File: src/rtl/alias_guard_pkg.sv
package alias_guard_pkg;

    typedef logic [1:0] size_code_t;

    // Size code to byte count: 1, 2, 4 or 8.
    function automatic logic [3:0] code_to_bytes(input size_code_t code);
        return 4'd1 << code;
    endfunction

endpackage

File: src/rtl/alias_guard_table.sv
module alias_guard_table
    import alias_guard_pkg::*;
#(
    parameter int SLOTS  = 8,
    parameter int ADDR_W = 32,
    localparam int SLOT_W = $clog2(SLOTS)
) (
    input  logic                          clk,
    input  logic                          rst_n,
    input  logic                          prot_valid_i,
    input  logic [SLOT_W-1:0]             prot_slot_i,
    input  logic [ADDR_W-1:0]             prot_addr_i,
    input  size_code_t                    prot_size_i,
    input  logic                          clear_i,
    output logic [SLOTS-1:0]              valid_o,
    output logic [SLOTS-1:0][ADDR_W-1:0]  base_o,
    output logic [SLOTS-1:0][1:0]         code_o
);

    typedef struct packed {
        logic [SLOTS-1:0]             valid;
        logic [SLOTS-1:0][ADDR_W-1:0] base;
        logic [SLOTS-1:0][1:0]        code;
    } table_t;

    table_t tbl_d, tbl_q;

    always_comb begin
        tbl_d = tbl_q;
        if (clear_i) begin
            // Commit or rollback wins over a protect in the same cycle.
            tbl_d.valid = '0;
        end else if (prot_valid_i) begin
            tbl_d.valid[prot_slot_i] = 1'b1;
            tbl_d.base[prot_slot_i]  = prot_addr_i;
            tbl_d.code[prot_slot_i]  = prot_size_i;
        end
    end

    always_ff @(posedge clk) begin
        if (!rst_n) begin
            tbl_q <= '0;
        end else begin
            tbl_q <= tbl_d;
        end
    end

    assign valid_o = tbl_q.valid;
    assign base_o  = tbl_q.base;
    assign code_o  = tbl_q.code;

    assert_clear_empties_R8 : assert property (@(posedge clk) disable iff (!rst_n)
        clear_i |=> (valid_o == '0));

    assert_protect_records_R2 : assert property (@(posedge clk) disable iff (!rst_n)
        (prot_valid_i && !clear_i) |=>
            (valid_o[$past(prot_slot_i)] &&
             base_o[$past(prot_slot_i)] == $past(prot_addr_i) &&
             code_o[$past(prot_slot_i)] == $past(prot_size_i)));

    assert_slots_hold_R7 : assert property (@(posedge clk) disable iff (!rst_n)
        (!prot_valid_i && !clear_i) |=> $stable(valid_o));

endmodule

File: src/rtl/alias_guard_overlap.sv
module alias_guard_overlap
    import alias_guard_pkg::*;
#(
    parameter int ADDR_W = 32
) (
    input  logic [ADDR_W-1:0] a_base_i,
    input  size_code_t        a_code_i,
    input  logic [ADDR_W-1:0] b_base_i,
    input  size_code_t        b_code_i,
    output logic              hit_o
);

    localparam int PAD_W = ADDR_W - 3;

    // One extra bit so that ranges near the top of memory do not wrap.
    logic [ADDR_W:0] a_lo, a_hi, b_lo, b_hi;

    always_comb begin
        a_lo  = {1'b0, a_base_i};
        b_lo  = {1'b0, b_base_i};
        a_hi  = a_lo + {{PAD_W{1'b0}}, code_to_bytes(a_code_i)};
        b_hi  = b_lo + {{PAD_W{1'b0}}, code_to_bytes(b_code_i)};
        hit_o = (a_lo < b_hi) && (b_lo < a_hi);
    end

endmodule

File: src/rtl/alias_guard_pick.sv
module alias_guard_pick #(
    parameter int SLOTS = 8,
    localparam int SLOT_W = $clog2(SLOTS)
) (
    input  logic [SLOTS-1:0]  req_i,
    output logic              any_o,
    output logic [SLOT_W-1:0] idx_o
);

    always_comb begin
        idx_o = '0;
        for (int i = SLOTS - 1; i >= 0; i--) begin
            if (req_i[i]) begin
                idx_o = SLOT_W'(i);
            end
        end
        any_o = |req_i;
    end

endmodule

File: src/rtl/alias_guard.sv
module alias_guard
    import alias_guard_pkg::*;
#(
    parameter int SLOTS  = 8,
    parameter int ADDR_W = 32,
    localparam int SLOT_W = $clog2(SLOTS)
) (
    input  logic              clk,
    input  logic              rst_n,
    input  logic              prot_valid_i,
    input  logic [SLOT_W-1:0] prot_slot_i,
    input  logic [ADDR_W-1:0] prot_addr_i,
    input  logic [1:0]        prot_size_i,
    input  logic              chk_valid_i,
    input  logic [ADDR_W-1:0] chk_addr_i,
    input  logic [1:0]        chk_size_i,
    input  logic [SLOTS-1:0]  chk_mask_i,
    input  logic              clear_i,
    output logic              trap_o,
    output logic [SLOT_W-1:0] trap_slot_o
);

    logic [SLOTS-1:0]             slot_valid;
    logic [SLOTS-1:0][ADDR_W-1:0] slot_base;
    logic [SLOTS-1:0][1:0]        slot_code;
    logic [SLOTS-1:0]             range_hit;
    logic [SLOTS-1:0]             armed_hit;
    logic                         any_hit;
    logic [SLOT_W-1:0]            first_hit;

    alias_guard_table #(
        .SLOTS (SLOTS),
        .ADDR_W(ADDR_W)
    ) u_table (
        .clk         (clk),
        .rst_n       (rst_n),
        .prot_valid_i(prot_valid_i),
        .prot_slot_i (prot_slot_i),
        .prot_addr_i (prot_addr_i),
        .prot_size_i (prot_size_i),
        .clear_i     (clear_i),
        .valid_o     (slot_valid),
        .base_o      (slot_base),
        .code_o      (slot_code)
    );

    for (genvar g = 0; g < SLOTS; g++) begin : g_cmp
        alias_guard_overlap #(
            .ADDR_W(ADDR_W)
        ) u_overlap (
            .a_base_i(slot_base[g]),
            .a_code_i(slot_code[g]),
            .b_base_i(chk_addr_i),
            .b_code_i(chk_size_i),
            .hit_o   (range_hit[g])
        );
    end

    always_comb begin
        armed_hit = {SLOTS{chk_valid_i}} & chk_mask_i & slot_valid & range_hit;
    end

    alias_guard_pick #(
        .SLOTS(SLOTS)
    ) u_pick (
        .req_i(armed_hit),
        .any_o(any_hit),
        .idx_o(first_hit)
    );

    assign trap_o      = any_hit;
    assign trap_slot_o = any_hit ? first_hit : '0;

    assert_trap_needs_check_R6 : assert property (@(posedge clk) disable iff (!rst_n)
        trap_o |-> chk_valid_i);

    assert_trap_slot_selected_R4 : assert property (@(posedge clk) disable iff (!rst_n)
        trap_o |-> (chk_mask_i[trap_slot_o] && slot_valid[trap_slot_o]));

    assert_lowest_first_R5 : assert property (@(posedge clk) disable iff (!rst_n)
        trap_o |-> ((armed_hit & ((SLOTS'(1) << trap_slot_o) - SLOTS'(1))) == '0));

    assert_quiet_index_R10 : assert property (@(posedge clk) disable iff (!rst_n)
        !trap_o |-> (trap_slot_o == '0));

endmodule

File: config.mk
export PLATFORM = sky130hd
export DESIGN_NAME = alias_guard
export DESIGN_NICKNAME = d
export VERILOG_FILES = /design/src/rtl/alias_guard_pkg.sv /design/src/rtl/alias_guard_table.sv /design/src/rtl/alias_guard_overlap.sv /design/src/rtl/alias_guard_pick.sv /design/src/rtl/alias_guard.sv
export SDC_FILE = /design/constraint.sdc
export NUM_CORES = 1
export LEC_CHECK = 0
export BUFFER_PORTS_ARGS = -buffer_cell sky130_fd_sc_hd__buf_2
export CAP_MARGIN = 20
export CORE_MARGIN = 2
export CORE_UTILIZATION = 35
export CTS_CLUSTER_DIAMETER = 80
export DETAILED_ROUTE_END_ITERATION = 16
export MAX_ROUTING_LAYER = met4
export REMOVE_ABC_BUFFERS = 1
export SETUP_SLACK_MARGIN = 0.1
export SYNTH_ARGS = -nofsm -noshare
export SYNTH_HDL_FRONTEND = slang
export SYNTH_SLANG_ARGS = --single-unit
File: constraint.sdc
create_clock -name clk -period 11.4 [get_ports clk]
set_input_delay 3.42 -clock clk [delete_from_list [all_inputs] [get_ports clk]]
set_output_delay 3.42 -clock clk [all_outputs]
set_load 0.05 [all_outputs]
* After elaboration in Yosys (flattened, before gate mapping)
Cells that the tools add are included.
Storage, ports and cells: register bits after elaboration 280, bits of input ports 84, output and inout port bits 4, logic and storage cells 88
Operators by class: add/sub/neg operators 9, order comparisons 18, shifts and indexed selects 9, mux-type cells 17, bitwise logic cells 6, reductions and logical operators 12
Operators by type and width (number):
- $lt 32x33->1 | 16
- $add 32x4->33 | 9
- $bwmux 256 | 1
- $demux 32 s3 | 1
- $shl 1x2->4 const A | 9
- $mux 32 | 1
- $mux 3 | 9
- $and 8x8->8 | 3
- $bwmux 16 | 1
- $logic_and 1x1->1 | 9
- $or 8x8->8 | 1
- $reduce_or 8->1 | 1
- $demux 2 s3 | 1
- $lt 3x4->1 const B | 1
- $demux 1 s3 | 1
- $ge 3x1->1 const B | 1
- $mux 2 | 1
- $not 1->1 | 2
- $reduce_and 2->1 | 1
- $reduce_or 2->1 | 1
- $mux 1 | 1

* Longest topological paths before layout
depth in word-level cells 14, depth in mapped cells 22, depth with buffers taken out 22

* Cells and area by module
Synthesis repeated with hierarchy kept, for this count alone.
Second synthesis, totals: cells, all modules 3833, area total of the unflattened synthesis 31654.1 sq um
By module, submodules not included:
- alias_guard_table | times used 1, cells each 954, area an instance 9975.8 sq um, sequential area each 5605.4 sq um
- alias_guard_overlap (g_cmp[3].u_overlap ...) | times used 3, cells each 350, area an instance 2653.8 sq um, sequential area each 0.0 sq um
- alias_guard_overlap (g_cmp[0].u_overlap ...) | times used 2, cells each 358, area an instance 2705.1 sq um, sequential area each 0.0 sq um
- alias_guard_overlap (g_cmp[5].u_overlap) | times used 1, cells each 367, area an instance 2732.6 sq um, sequential area each 0.0 sq um
- alias_guard_overlap (g_cmp[2].u_overlap) | times used 1, cells each 369, area an instance 2708.8 sq um, sequential area each 0.0 sq um
- alias_guard_overlap (g_cmp[4].u_overlap) | times used 1, cells each 353, area an instance 2695.1 sq um, sequential area each 0.0 sq um
- alias_guard | times used 1, cells each 11, area an instance 88.8 sq um, sequential area each 0.0 sq um
- alias_guard_pick | times used 1, cells each 13, area an instance 81.3 sq um, sequential area each 0.0 sq um

* Worst setup path after synthesis
OpenSTA, ideal clock, no wires.
path kind input port to output port, from in chk_size_i[0], to out trap_slot_o[0], arrival 8.220 ns, data required time 7.980 ns, path slack -0.240 ns, stages 21, path buffers 0, path through nor2b_1 ha_1 a21o_1 a21o_1 a21oi_1 nor2_1 nand2_1 nor3_1 and3_1 nand3_1 xor2_1 ha_1 o21a_1 o21ai_0 a21oi_1 or3_1 nor4_1 nor3_1 nor3_1 a221oi_2 o31ai_1
On the way: cells in the longest elaborated chain, start to end 14, elaborated cells between the ends (all ways) 29, those cells by class add/sub: 1; order compare: 8; shift: 1; mux: 9; bitwise: 1; reduce/logical: 9
Ends and longest elaborated chain:
- start: declaration | line alias_guard.sv:16 | input logic [1:0] chk_size_i,
- $shl 1x2->4 * | line alias_guard_pkg.sv:7 | return 4'd1 << code;
- $add 32x4->33 * | line alias_guard_overlap.sv:22 | b_hi = b_lo + {{PAD_W{1'b0}}, code_to_bytes(b_code_i)};
- $lt 32x33->1 | line alias_guard_overlap.sv:23 | hit_o = (a_lo < b_hi) && (b_lo < a_hi);
- $logic_and 1x1->1 | line alias_guard_overlap.sv:23
- $and 8x8->8 * | line alias_guard.sv:60 | armed_hit = {SLOTS{chk_valid_i}} & chk_mask_i & slot_valid & range_hit;
- $mux 3 (8 in series) | line alias_guard_pick.sv:13 | if (req_i[i]) begin
- $mux 3 * | line alias_guard.sv:72 | assign trap_slot_o = any_hit ? first_hit : '0;
- end: declaration | line alias_guard.sv:20 | output logic [SLOT_W-1:0] trap_slot_o
Mark *: on every way between the ends. The rest lies on a longest branch, timed or not.

* Worst setup path after layout
from in chk_size_i[1], to out trap_slot_o[0]
Same word-level chain as after synthesis.

==> key figures <==
Setup path
  – CP delay by family, top: simple AND/OR/NAND/NOR gates
  – Register-to-Register Setup Slack: 10.53 ns
  – Crit path required time: 7.98 ns
  – Critical-path cell with the highest stage delay: sky130_fd_sc_hd__ha_1
  – Worst Reg2Reg Path Length in Cells: 2
  – Critical Setup Path Class: in -> out
  – FF-to-FF Start: u_table.base_o[239]$_SDFFE_PN0P_
  – Critical path's largest stage delay: 0.30 ns
  – WP data arrival: 7.71 ns
  – Number of buffers and inverters on the critical path: 7
  – Critical-path maximum fanout: 7
  – Element type at the critical path end: output port
  – Critical path launch point: chk_size_i[1]
  – CP Launch Type: input pin
  – Worst r2r dst: u_table.base_o[239]$_SDFFE_PN0P_

Synthesis
  – Adder-cell area share of the yosys netlist: 25.1%
  – Simple-gate area share of the yosys netlist: 23.3%
  – Syn Inst Count: 3,440
  – Yosys synthesis warning count: 0
  – Post-synthesis average cell area: 7.91 sq um
  – Main combinational cell family by area after synthesis: adder cells
  – Sequential area share after synthesis: 20.6%
  – Area of the mapped netlist: 27,200 sq um
  – XOR/XNOR Fraction of Synth Area: 8.69%
  – Share of the synthesized area in compound gates (AO/OA/AOI/OAI): 19.2%
  – Predominant post-synthesis flop cell: sky130_fd_sc_hd__dfxtp_1
  – Post-synth EDFFs: 0
  – Library cells used by synthesis: 67
  – Mux share of post-synthesis cell area: 0%
  – Synth Register Bits: 280
  – Proportion of register bits with asynchronous set or reset after synthesis: 0%

Timing
  – Final hold violation count: 0
  – Final cycle utilization of the critical path: 97.6%
  – RSZ-0062 raised after global routing: no
  – Highest achievable clock rate: 89.9 MHz
  – Post-Route Hold Slack: 0.472 ns
  – Transition time at the pin with the least slew margin: 1.09 ns
  – Setup TNS Final: 0 ns
  – Final setup margin: 0.272 ns
  – Number of pins exceeding their max-slew limit in the final report: 0
  – Final worst clock skew: 0 ns
  – Min Clock Period, post-route: 11.13 ns
  – Total of endpoints with negative setup slack in the final report: 0
  – Slew HR: 26.3%

Worst hold path
  – Count of cells along the worst hold path: 2
  – Path class of the lowest-slack min-delay path: reg -> reg
  – Start point of the worst hold path: u_table.valid_o[3]$_SDFFE_PP0P_
  – End point of the most critical hold path: u_table.valid_o[3]$_SDFFE_PP0P_

Power and ir drop
  – Pwr/cell area: 84.6 nW/um^2
  – Register share of total power: 37.7%
  – Clock power share: 44.3%
  – Switching power: 0.789 mW
  – Comb pwr share: 18.0%
  – Total power: 2.68 mW
  – Leakage power total: 12.4 nW
  – Int Pwr: 1.89 mW
  – Peak supply drop: 0.0000683 V
  – Net Sw Frac: 29.4%

Clock tree
  – Clk pin slew, worst setup/hold paths: 0.06 ns
  – Root buffer cell: sky130_fd_sc_hd__clkbuf_16
  – Total clock buffers created by CTS: 34
  – Number of sinks on the clock net: 280
  – Clock tree from TritonCTS: built
  – CTS H-Tree Depth: 2
  – Clock insertion delay at the later pin of the skew report: 0.55 ns
  – Bufs on Longest Clock Path: 3

Floorplanning
  – Vertical die dimension: 283 microns
  – Num rows: 102
  – Initial Util: 35.3%
  – Placeable core area: 77,200 sq um
  – Total die area: 80,000 sq um
  – Total I/O pin count: 88
  – Chip width: 283 microns

Detailed routing
  – Routed vias: 25,100
  – TritonRoute pass-1 iters: 5
  – DRC violation count after routing: 0
  – Via density per instance: 5.37
  – Number of DRC markers after the initial detailed-route iteration: 1,547
  – Routed wire per std cell: 19.5 microns
  – Post-DRT Antenna Nets: 0
  – Total Routed Length: 91.2 mm

Job
  – Max capacitance violation total: 0

Finish
  – Leading cell type in the layout, fill and taps excluded: sky130_fd_sc_hd__nand2_1
  – Fraction of layout cells with a size suffix above 1: 11.4%
  – Highest-count cells in the layout ignoring fill and taps: sky130_fd_sc_hd__nand2_1, sky130_fd_sc_hd__ha_1, sky130_fd_sc_hd__dfxtp_1, sky130_fd_sc_hd__a21boi_0, sky130_fd_sc_hd__nor2_1
  – Area growth from synthesis to layout: 16.5%
  – Final Net Count: 4,236
  – Fill cells: 7,850

Global routing
  – Number of global-route vias before repair: 24,300
  – Total global-route track usage: 23.3%
  – Largest net degree at the start of global routing: 116
  – Global-route wire length before repair: 139 mm
  – Congestion Overflow GR: 0
  – Initial antenna violation count: 4

Placement
  – Detailed-placement wirelength estimate: 73.5 mm
  – GP Congestion: 0.962
  – Count of input and output buffers: 87
  – Setup slack at placement: -0.351 ns

Run status
  – Outcome: finished, final reports clean
[registers in the layout (all words and copies together) (netlist names)]
| signal | flops |
|---|---|
| u_table.code_o | 16 |
| u_table.valid_o | 8 |
| u_table.base_o | 256 |
[kinds of logic after synthesis]
group	after synthesis
fa+ha+maj	541
compound gates	777
flops	280
simple gates	1379
buf+inv	193
xor+xnor	270
[per-layer routing]
layer,up-vias,share of wire [%],GRT usage (%)
li1,12600,-,-
met1,11900,47,30.6
met2,494,46,37.8
met3,128,4.1,2.19
met4,0,3.1,7.03
met5,-,0,-
[metrics by stage]
step                instances  util [%]  area [sq um]
floorplan                3307         -         26600
global placement         4602      38.5         29700
detailed placement       4603      38.5         29700
CTS                      4666      40.3         31100
global route             4678      41.1         31700
finish                   4679      41.1         31700
[tightest hold or removal path: stages (launching register included)]
cell and delay, ns:
sky130_fd_sc_hd__dfxtp_1 0.33, sky130_fd_sc_hd__a21oi_1 0.04, sky130_fd_sc_hd__nor2_1 0.07
[worst max-delay path by stage]
stage                           endpoint  depth (start not counted)  slack, ns
final                     trap_slot_o[0]                         25       0.27
after floorplan           trap_slot_o[0]                         21      -0.24
after global routing      trap_slot_o[0]                         25       0.05
after global placement    trap_slot_o[1]                         23      -0.35
after detailed placement  trap_slot_o[1]                         23      -0.35
after CTS                 trap_slot_o[0]                         28       0.10
[synthesized netlist by cell type, types with 95 or more instances]
library cell | count | area share, %
sky130_fd_sc_hd__a21boi_0 | 272 | 7.5
sky130_fd_sc_hd__a21oi_1 | 173 | 3.2
sky130_fd_sc_hd__clkbuf_1 | 95 | 1.3
sky130_fd_sc_hd__dfxtp_1 | 280 | 21
sky130_fd_sc_hd__ha_1 | 532 | 24
sky130_fd_sc_hd__nand2_1 | 723 | 10
sky130_fd_sc_hd__nand3_1 | 107 | 2.0
sky130_fd_sc_hd__nand4_1 | 112 | 2.6
sky130_fd_sc_hd__nor2_1 | 175 | 2.4
sky130_fd_sc_hd__o21ai_0 | 95 | 1.7
sky130_fd_sc_hd__xnor2_1 | 132 | 4.2
sky130_fd_sc_hd__xor2_1 | 138 | 4.4
[cell type report]
| class | instances | area [sq um] | share of cell area (%) |
|---|---|---|---|
| timing repair buffer | 268 | 1950 | 6.15 |
| antenna | 3 | 7.51 | 0.0237 |
| clock inverter | 15 | 198 | 0.623 |
| clock buffer | 46 | 1000 | 3.15 |
| sequential | 280 | 5610 | 17.7 |
| multi-input combinational | 2967 | 21400 | 67.6 |
| tap | 1040 | 1300 | 4.10 |
| inverter | 60 | 225 | 0.710 |
[power groups by stage]
stage               clock network [mW]  logic, mW  registers, mW
global placement                     0      0.450           1.03
floorplan                            0      0.236           1.03
detailed placement                   0      0.457           1.03
CTS                               1.21      0.462           1.01
global route                      1.25      0.537           1.01
finish                            1.19      0.483           1.01
[repair_timing]
| item | 4_1_cts | 5_1_grt |
|---|---|---|
| hold buffers | 0 | 0 |
| pin swaps | 7 | 41 |
| setup buffers | 2 | 10 |
| setup endpoints to repair | 4 | 4 |
| resized for setup | 37 | 91 |
(Power assumes the default switching activity.)
